### src/rtl/dotinv_pkg.sv
package dotinv_pkg;

    typedef enum logic [0:0] {
        POL_NORMAL  = 1'b0,
        POL_CROSSED = 1'b1
    } pol_state_e;

    typedef enum logic [1:0] {
        EV_NONE  = 2'd0,
        EV_LINE  = 2'd1,
        EV_FRAME = 2'd2
    } strobe_ev_e;

endpackage

### src/rtl/dotinv_pol_fsm.sv
module dotinv_pol_fsm
    import dotinv_pkg::*;
(
    input  logic clk,
    input  logic rst_n,
    input  logic line_stb_i,
    input  logic frame_stb_i,
    output logic pol_o,
    output logic load_o
);

    pol_state_e state_q, state_d;
    logic       frame_start_q, frame_start_d;
    strobe_ev_e ev;

    // strobe classification: frame has priority
    always_comb begin
        if (frame_stb_i)      ev = EV_FRAME;
        else if (line_stb_i)  ev = EV_LINE;
        else                  ev = EV_NONE;
    end

    // next-state logic
    always_comb begin
        state_d       = state_q;
        frame_start_d = frame_start_q;
        unique case (ev)
            EV_FRAME: begin
                frame_start_d = ~frame_start_q;
                state_d       = frame_start_d ? POL_CROSSED : POL_NORMAL;
            end
            EV_LINE: begin
                state_d = (state_q == POL_NORMAL) ? POL_CROSSED : POL_NORMAL;
            end
            default: begin
                state_d       = state_q;
                frame_start_d = frame_start_q;
            end
        endcase
    end

    // state register
    always_ff @(posedge clk or negedge rst_n) begin
        if (!rst_n) begin
            state_q       <= POL_NORMAL;
            frame_start_q <= 1'b0;
        end else begin
            state_q       <= state_d;
            frame_start_q <= frame_start_d;
        end
    end

    // outputs
    always_comb begin
        pol_o  = (state_q == POL_CROSSED);
        load_o = (ev != EV_NONE);
    end


    line_toggle_chk: assert property (@(posedge clk) disable iff (!rst_n)
        (line_stb_i && !frame_stb_i) |=> (pol_o != $past(pol_o)));


    frame_start_chk: assert property (@(posedge clk) disable iff (!rst_n)
        frame_stb_i |=> ((frame_start_q != $past(frame_start_q)) && (pol_o == frame_start_q)));


    pol_hold_chk: assert property (@(posedge clk) disable iff (!rst_n)
        (!line_stb_i && !frame_stb_i) |=> $stable(pol_o));

endmodule

### src/rtl/dotinv_code_latch.sv
module dotinv_code_latch #(
    parameter int CODE_W = 10
) (
    input  logic              clk,
    input  logic              rst_n,
    input  logic              load_i,
    input  logic [CODE_W-1:0] d_i,
    output logic [CODE_W-1:0] q_o
);

    always_ff @(posedge clk or negedge rst_n) begin
        if (!rst_n)      q_o <= '0;
        else if (load_i) q_o <= d_i;
    end


    code_hold_chk: assert property (@(posedge clk) disable iff (!rst_n)
        !load_i |=> $stable(q_o));

endmodule

### src/rtl/dotinv_pair_swap.sv
module dotinv_pair_swap #(
    parameter int CODE_W = 10
) (
    input  logic              cross_i,
    input  logic [CODE_W-1:0] odd_i,
    input  logic [CODE_W-1:0] even_i,
    output logic [CODE_W-1:0] neg_o,
    output logic [CODE_W-1:0] pos_o,
    output logic              swap_o
);

    always_comb begin
        if (cross_i) begin
            neg_o = even_i;
            pos_o = odd_i;
        end else begin
            neg_o = odd_i;
            pos_o = even_i;
        end
        swap_o = cross_i;
    end

endmodule

### src/rtl/dotinv_pair_router.sv
module dotinv_pair_router #(
    parameter int CODE_W    = 10,
    parameter int NUM_PAIRS = 4
) (
    input  logic                        clk,
    input  logic                        rst_n,
    input  logic                        line_stb_i,
    input  logic                        frame_stb_i,
    input  logic [NUM_PAIRS*CODE_W-1:0] odd_codes_i,
    input  logic [NUM_PAIRS*CODE_W-1:0] even_codes_i,
    output logic                        pol_o,
    output logic [NUM_PAIRS*CODE_W-1:0] neg_codes_o,
    output logic [NUM_PAIRS*CODE_W-1:0] pos_codes_o,
    output logic [NUM_PAIRS-1:0]        out_swap_o
);

    localparam int BUS_W = NUM_PAIRS * CODE_W;

    logic             load;
    logic [BUS_W-1:0] odd_q;
    logic [BUS_W-1:0] even_q;

    dotinv_pol_fsm u_fsm (
        .clk         (clk),
        .rst_n       (rst_n),
        .line_stb_i  (line_stb_i),
        .frame_stb_i (frame_stb_i),
        .pol_o       (pol_o),
        .load_o      (load)
    );

    for (genvar p = 0; p < NUM_PAIRS; p++) begin : g_pair
        dotinv_code_latch #(.CODE_W(CODE_W)) u_odd (
            .clk    (clk),
            .rst_n  (rst_n),
            .load_i (load),
            .d_i    (odd_codes_i[p*CODE_W +: CODE_W]),
            .q_o    (odd_q[p*CODE_W +: CODE_W])
        );

        dotinv_code_latch #(.CODE_W(CODE_W)) u_even (
            .clk    (clk),
            .rst_n  (rst_n),
            .load_i (load),
            .d_i    (even_codes_i[p*CODE_W +: CODE_W]),
            .q_o    (even_q[p*CODE_W +: CODE_W])
        );

        dotinv_pair_swap #(.CODE_W(CODE_W)) u_swap (
            .cross_i (pol_o),
            .odd_i   (odd_q[p*CODE_W +: CODE_W]),
            .even_i  (even_q[p*CODE_W +: CODE_W]),
            .neg_o   (neg_codes_o[p*CODE_W +: CODE_W]),
            .pos_o   (pos_codes_o[p*CODE_W +: CODE_W]),
            .swap_o  (out_swap_o[p])
        );


        pair_route_chk: assert property (@(posedge clk) disable iff (!rst_n)
            ({neg_codes_o[p*CODE_W +: CODE_W], pos_codes_o[p*CODE_W +: CODE_W]}
                 == {odd_q[p*CODE_W +: CODE_W], even_q[p*CODE_W +: CODE_W]})
            || ({neg_codes_o[p*CODE_W +: CODE_W], pos_codes_o[p*CODE_W +: CODE_W]}
                 == {even_q[p*CODE_W +: CODE_W], odd_q[p*CODE_W +: CODE_W]}));


        swap_follow_chk: assert property (@(posedge clk) disable iff (!rst_n)
            out_swap_o[p] == pol_o);
    end

endmodule

### config.mk
export PLATFORM = sky130hd
export DESIGN_NAME = dotinv_pair_router
export DESIGN_NICKNAME = d
export VERILOG_FILES = /design/src/rtl/dotinv_pkg.sv /design/src/rtl/dotinv_pol_fsm.sv /design/src/rtl/dotinv_code_latch.sv /design/src/rtl/dotinv_pair_swap.sv /design/src/rtl/dotinv_pair_router.sv
export SDC_FILE = /design/constraint.sdc
export NUM_CORES = 1
export LEC_CHECK = 0
export BUFFER_PORTS_ARGS = -buffer_cell sky130_fd_sc_hd__clkbuf_2
export CORE_MARGIN = 2
export CORE_UTILIZATION = 36
export CTS_CLUSTER_SIZE = 40
export DETAILED_ROUTE_END_ITERATION = 8
export GPL_ROUTABILITY_DRIVEN = 0
export PLACE_DENSITY = 0.6
export SETUP_SLACK_MARGIN = 0.4
export SLEW_MARGIN = 5
export SYNTH_ARGS = -nofsm -noshare
export SYNTH_HDL_FRONTEND = slang
export SYNTH_SLANG_ARGS = --single-unit
### constraint.sdc
create_clock -name clk -period 3.3 [get_ports clk]
set_input_delay 0.99 -clock clk [delete_from_list [all_inputs] [get_ports clk]]
set_output_delay 0.99 -clock clk [all_outputs]
set_load 0.05 [all_outputs]
==> impl_metrics.yaml, run 1 <==
route:
  first_pass_iters: 6
  ant_nets: 0
  vias: 2681
  drc_errors: 0
  drt_iter0_drc: 50
  wl_per_cell_um: 14.59
  vias_per_cell: 4.679
  routed_wl_mm: 8.358
logic_synthesis:
  synth_top_area_share_pct: 50.68
  syn_area_mm2: 0.004049
  yosysWarnings: 0
  synth.most_common_cell: "mux2_2"
  ys_ff_latch: 82
  async_flop_share_pct: 100.0
  synth_nets: 351
  syn_inst: 267
  synth_ff_type: "dfrtp_1"
  synth_edf_count: 0
  ys_top_cells_by_area: "dfrtp_1 (51%), mux2_2 (43%), mux2_1 (1.9%), buf_4 (1.5%), buf_6 (1.4%)"
  yosys.area.top_type: "dfrtp_1"
  yosys-top-cells-count: "mux2_2 (153), dfrtp_1 (82), buf_2 (8), buf_4 (8), mux2_1 (7)"
  postSynthAreaPerCell_um2: 15.16
  netlist-cell-type-count: 10
  seq_area_frac_synth_pct: 50.68
cts:
  clock_latency_ns: 0.34
  cts_max_level: 3
  cts_tree: "built"
  cts.sinks: 82
  numCtsBuffers: 9
  clk_pin_slew_ns: 0.08
  postCtsSetupBuffers: 0
  cts-root-buf: "clkbuf_8"
  cts.path.max_buffers: 2
global_routing:
  grt_pass1_wl_mm: 12.70
  use_met2_pct: 21.95
  grt.busiest_layer: "met2"
  grt_antenna_before_repair: 0
  grt.met3_usage_pct: 4.821
  grt_usage_pct: 13.62
  grt_max_degree: 87
  grt_pass1_vias: 2650
  grt_overflow: 0
  grt_use_met1_pct: 17.19
setup_path:
  max_stage_delay_ns: 0.43
  crit_fanout: 86
  worstSetupStartpointType: "flop"
  path_buf_inv: 2
  worst_setup_path_end_kind: "output port"
  required_ns: 2.31
  crit_chain: "buf_16, mux2_2, clkbuf_2"
  reg2reg_depth: 3
  cp_slowest_cell: "dfrtp_4"
  critical_path_arrival_ns: 1.81
  path_class: "reg2out"
  ff2ff_setup_slack_ns: 2.15
  worstReg2RegStart: "u_fsm.pol_o"
  r2r-end: "u_fsm.pol_o"
  cpLargestDelayFamily: "buffers and inverters"
flow_run:
  drv_cap: 0
sta:
  setup_viol: 0
  fin_setup_tns_ns: 0
  maxSlewHeadroom_pct: 60.11
  hold_violations: 0
  fin_crit_sh_pct: 84.91
  rsz0062_at_grt: "false"
  worst_pin_slew_ns: 0.5983
  fmax_mhz: 356.9
  period_minus_slack_ns: 2.802
  slew_viol_final: 0
  clock_skew_ns: 0.0009184
power:
  irDropWorstVdd_uv: 480.5
  powerDensity_mw_per_mm2: 854.3
  p_total_mw: 4.388
  p_leak_nw: 2.396
floorplan:
  coreArea_mm2: 0.01089
  rows: 38
  dieArea_mm2: 0.01211
  die_h_um: 110.1
  start_util_pct: 37.19
  die_x_um: 110.1
  io_pins: 169
place:
  portBuffers: 168
  dp_hpwl_mm: 5.869
  dpl_cell_area_mm2: 0.004970
min_path:
  hp-class: "reg2reg"
  hold_start: "u_fsm.frame_start_q"
  hold_end: "u_fsm.frame_start_q"
  whs_path_depth: 1
outcome:
  run_status: "finished, final reports clean"
layout:
  syn_to_final_growth_pct: 26.85
  nFillCells: 978
  num_antenna_cells: 0
  drive_above_1_share_pct: 78.98
  nets: 513
  final_area_mm2: 0.005136
flip-flops by register name, indices dropped and copies added, names as in the netlist:
register,flops
g_pair.u_even.q_o,40
g_pair.u_odd.q_o,40
u_fsm.frame_start_q,1
u_fsm.pol_o,1
cell usage in the layout, fill, tap and decap left out:
cell type and count:
clkinv_2 4, mux2i_1 1, buf_16 1, dfrtp_1 81
buf_4 3, dfrtp_4 1, mux2_2 153, clkbuf_8 9
buf_12 1, nor2_4 1, clkbuf_2 167, clkinvlp_4 2
xnor2_1 1, xor2_1 1, mux2_1 7
worst max path at each step:
stage	start	to	cells after the start
2_1_floorplan	u_fsm.pol_o	neg_codes_o[0]	3
3_3_place_gp	u_fsm.pol_o	pos_codes_o[17]	3
3_5_place_dp	u_fsm.pol_o	neg_codes_o[17]	3
4_1_cts	u_fsm.pol_o	pos_codes_o[11]	3
5_1_grt	u_fsm.pol_o	pos_codes_o[11]	3
6_report	u_fsm.pol_o	pos_codes_o[11]	3
logic make-up after synthesis:
group	after synthesis	share of synthesized area, %
mux	161	44.75
buf+inv	21	3.863
simple gates	1	0.2781
flops	82	50.68
xor+xnor	2	0.4327
report_power, final:
| group | internal, mW | total [mW] | switching (mW) |
|---|---|---|---|
| clock | 0.264 | 0.614 | 0.350 |
| combinational | 0.779 | 2.60 | 1.83 |
| sequential | 1.10 | 1.17 | 0.0658 |
cell type report:
type                       instances  area (um^2)  share of cell area (%)
sequential                        82         2056                   40.02
multi-input combinational        164         1841                   35.83
timing repair buffer             172        905.9                   17.64
tap                              140        175.2                   3.410
clock buffer                       9        123.9                   2.412
clock inverter                     6        35.03                  0.6821
worst register-to-register path, delay by kind of cell, from the launching register on:
kind | cells | cell delay [ns]
xor gates and xnor gates | 1 | 0.22
buffers and inverters | 1 | 0.24
DFF | 1 | 0.50
muxes | 1 | 0.08
metal layers:
| layer | routed length, um | vias up |
|---|---|---|
| met4 | 76 | 0 |
| met2 | 3903 | 103 |
| li1 | - | 1279 |
| met5 | 0 | - |
| met3 | 750 | 7 |
| met1 | 3626 | 1292 |
stage by stage:
stage | std cells | util, % | hold WS (ns) | setup WS, ns
global placement | 558 | 45.64 | 0.4554 | 0.8871
global route | 573 | 47.17 | 0.4796 | 0.4085
CTS | 573 | 47.10 | 0.4762 | 0.4748
finish | 573 | 47.17 | 0.4680 | 0.4981
detailed placement | 558 | 45.64 | 0.4691 | 0.8725
floorplan | 267 | - | 0.4380 | 0.6946
timing repair:
action | 4_1_cts | 5_1_grt
endpoints found under the setup margin | 0 | 5
gates resized for setup | 0 | 1
hold buffers | 0 | 0
No activity file was read; power rests on OpenSTA's default activity.
==> run 2: changes to the inputs <==
==> constraint.sdc (replaced) <==
create_clock -name clk -period 2.7 [get_ports clk]
set_input_delay 0.81 -clock clk [delete_from_list [all_inputs] [get_ports clk]]
set_output_delay 0.81 -clock clk [all_outputs]
set_load 0.05 [all_outputs]
==> run 2 against run 1 <==
  * Clock power up 54%
  * Utilization grew 5.1 points
  * Non-clock buffer count grew 10
  * Combinational power rose by 52%
  * Cell area rose by 11%
  * Cell count up 1.9%
  * Critical path depth up 1
  * Critical endpoint is now pos_codes_o[39]
==> impl_metrics.yaml, run 2 (same netlist as run 1, synthesis figures left out) <==
layout:
  drive_above_1_share_pct: 79.05
  post-route-util_pct: 52.28
  final_cell_mix: "mux2_2 (153), clkbuf_2 (87), dfrtp_1 (81)"
  layout.cells.most_common: "mux2_2"
  nets: 523
  syn_to_final_growth_pct: 40.57
  num_antenna_cells: 0
  largestRegisters: "g_pair.u_even.q_o (40), g_pair.u_odd.q_o (40)"
cts:
  clock_latency_ns: 0.34
  cts.sinks: 82
  numCtsBuffers: 9
  clk_pin_slew_ns: 0.08
  cts_hold_buf: 0
  cts_max_level: 3
  cts.path.max_buffers: 2
  cts_tree: "built"
  cts-root-buf: "clkbuf_8"
setup_path:
  cp_slowest_cell: "dfrtp_4"
  reg2reg_depth: 5
  max_stage_delay_ns: 0.49
  required_ns: 1.89
  path_class: "reg2out"
  worstSetupStartpointType: "flop"
  crit_fanout: 14
  path_buf_inv: 3
  cpLargestDelayFamily: "buffers and inverters"
  crit_chain: "buf_12, buf_16, mux2_2, buf_4"
  worst_setup_path_end_kind: "output port"
  crit_cells: 4
  critical_path_arrival_ns: 1.65
global_routing:
  grt_usage_pct: 14.40
  grt_overflow: 0
  grt_antenna_before_repair: 0
  grt_max_degree: 45
  grt_pass1_wl_mm: 13.33
  grt_pass1_vias: 2768
place:
  dp_hpwl_mm: 5.959
  portBuffers: 168
  place_ws_ns: 0.5528
sta:
  fin_crit_sh_pct: 90.94
  setup_ws_ns: 0.2445
  slew_viol_final: 0
  clock_skew_ns: 0.0001260
  setup_viol: 0
  worst_pin_slew_ns: 0.5937
  rsz0062_at_grt: "true"
  maxSlewHeadroom_pct: 60.42
  period_minus_slack_ns: 2.455
  hold_violations: 0
  fin_setup_tns_ns: 0
  fmax_mhz: 407.3
  hold_slack_ns: 0.4527
power:
  p_int_mw: 3.431
  powerDensity_mw_per_mm2: 1110
  power.switching_mw: 2.884
  p_leak_nw: 2.606
  swShare_pct: 45.67
  p_clk_share_pct: 15.0
  irDropWorstVdd_uv: 813.7
  power_frac_seq_pct: 22.7
  pwr-share-comb_pct: 62.3
floorplan:
  die_x_um: 110.1
  rows: 38
  die_h_um: 110.1
  coreArea_mm2: 0.01089
  start_util_pct: 37.19
  dieArea_mm2: 0.01211
  io_pins: 169
route:
  drt_iter0_drc: 59
  routed_wl_mm: 9.372
  drc_errors: 0
  vias: 2808
  wl_per_cell_um: 16.05
  vias_per_cell: 4.808
  ant_nets: 0
  first_pass_iters: 4
min_path:
  hp-class: "in2async"
outcome:
  run_status: "finished, final reports clean"
flow_run:
  drv_cap: 0
## run 2: changes by cell type in the layout (fill, tap and decap cells not counted), sizes merged
| cell | delta |
|---|---|
| clkinv | -4 |
| buf | +87 |
| clkinvlp | -2 |
| bufinv | +1 |
| clkbuf | -71 |
## run 2: layout make-up
cell class	count	area, um^2
clock buffer	15	186.4
tap	140	175.2
clock inverter	1	30.03
multi-input combinational	164	1841
timing repair buffer	182	1404
fill	929	5196
sequential	82	2056
## run 2: final timing paths
| check | start | end | slack, ns |
|---|---|---|---|
| max | u_fsm.pol_o | pos_codes_o[39] | 0.24 |
| min | rst_n | g_pair[0].u_even.q_o[3] | 0.45 |
| max reg2reg | u_fsm.pol_o | u_fsm.pol_o | 1.40 |
| min reg2reg | u_fsm.frame_start_q | u_fsm.frame_start_q | 0.47 |
| max in group asynchronous | rst_n | g_pair[0].u_odd.q_o[1] | 1.60 |
| min in group clk | u_fsm.frame_start_q | u_fsm.frame_start_q | 0.47 |
## run 2: worst register-to-register path, stage by stage (launching register included)
cell and delay [ns]:
dfrtp_4 0.49, buf_4 0.15, clkbuf_16 0.18, buf_4 0.14, xnor2_1 0.14, mux2i_1 0.08
## run 2: per-layer routing
| layer | routed length, um | vias to the layer above | global-route usage [%] |
|---|---|---|---|
| li1 | - | 1308 | - |
| met1 | 3842 | 1387 | 16.17 |
| met2 | 4563 | 103 | 24.32 |
| met3 | 832 | 10 | 5.350 |
| met4 | 133 | 0 | 6.510 |
| met5 | 0 | - | 0 |
## run 2: what timing repair did
action | 4_1_cts | 5_1_grt
endpoints found under the setup margin | 80 | 80
hold endpoints to repair | 0 | 0
setup buffers | 0 | 4
resized for setup | 74 | 125
cloned | 1 | 4
## run 2: stage by stage
step	instance area [um^2]	std cells	power (mW)
final	5692	584	6.315
after global routing	5692	584	6.603
after CTS	5434	576	5.923
after detailed placement	5002	559	4.686
after global placement	5002	559	4.668
after floorplan	4050	267	4.098
## run 2: power by group through the flow
| stage | combinational, mW | clock, mW | sequential, mW |
|---|---|---|---|
| floorplan | 2.64 | 0 | 1.46 |
| global placement | 3.22 | 0 | 1.45 |
| detailed placement | 3.23 | 0 | 1.46 |
| CTS | 3.49 | 0.987 | 1.45 |
| global route | 4.11 | 1.04 | 1.45 |
| finish | 3.94 | 0.948 | 1.43 |
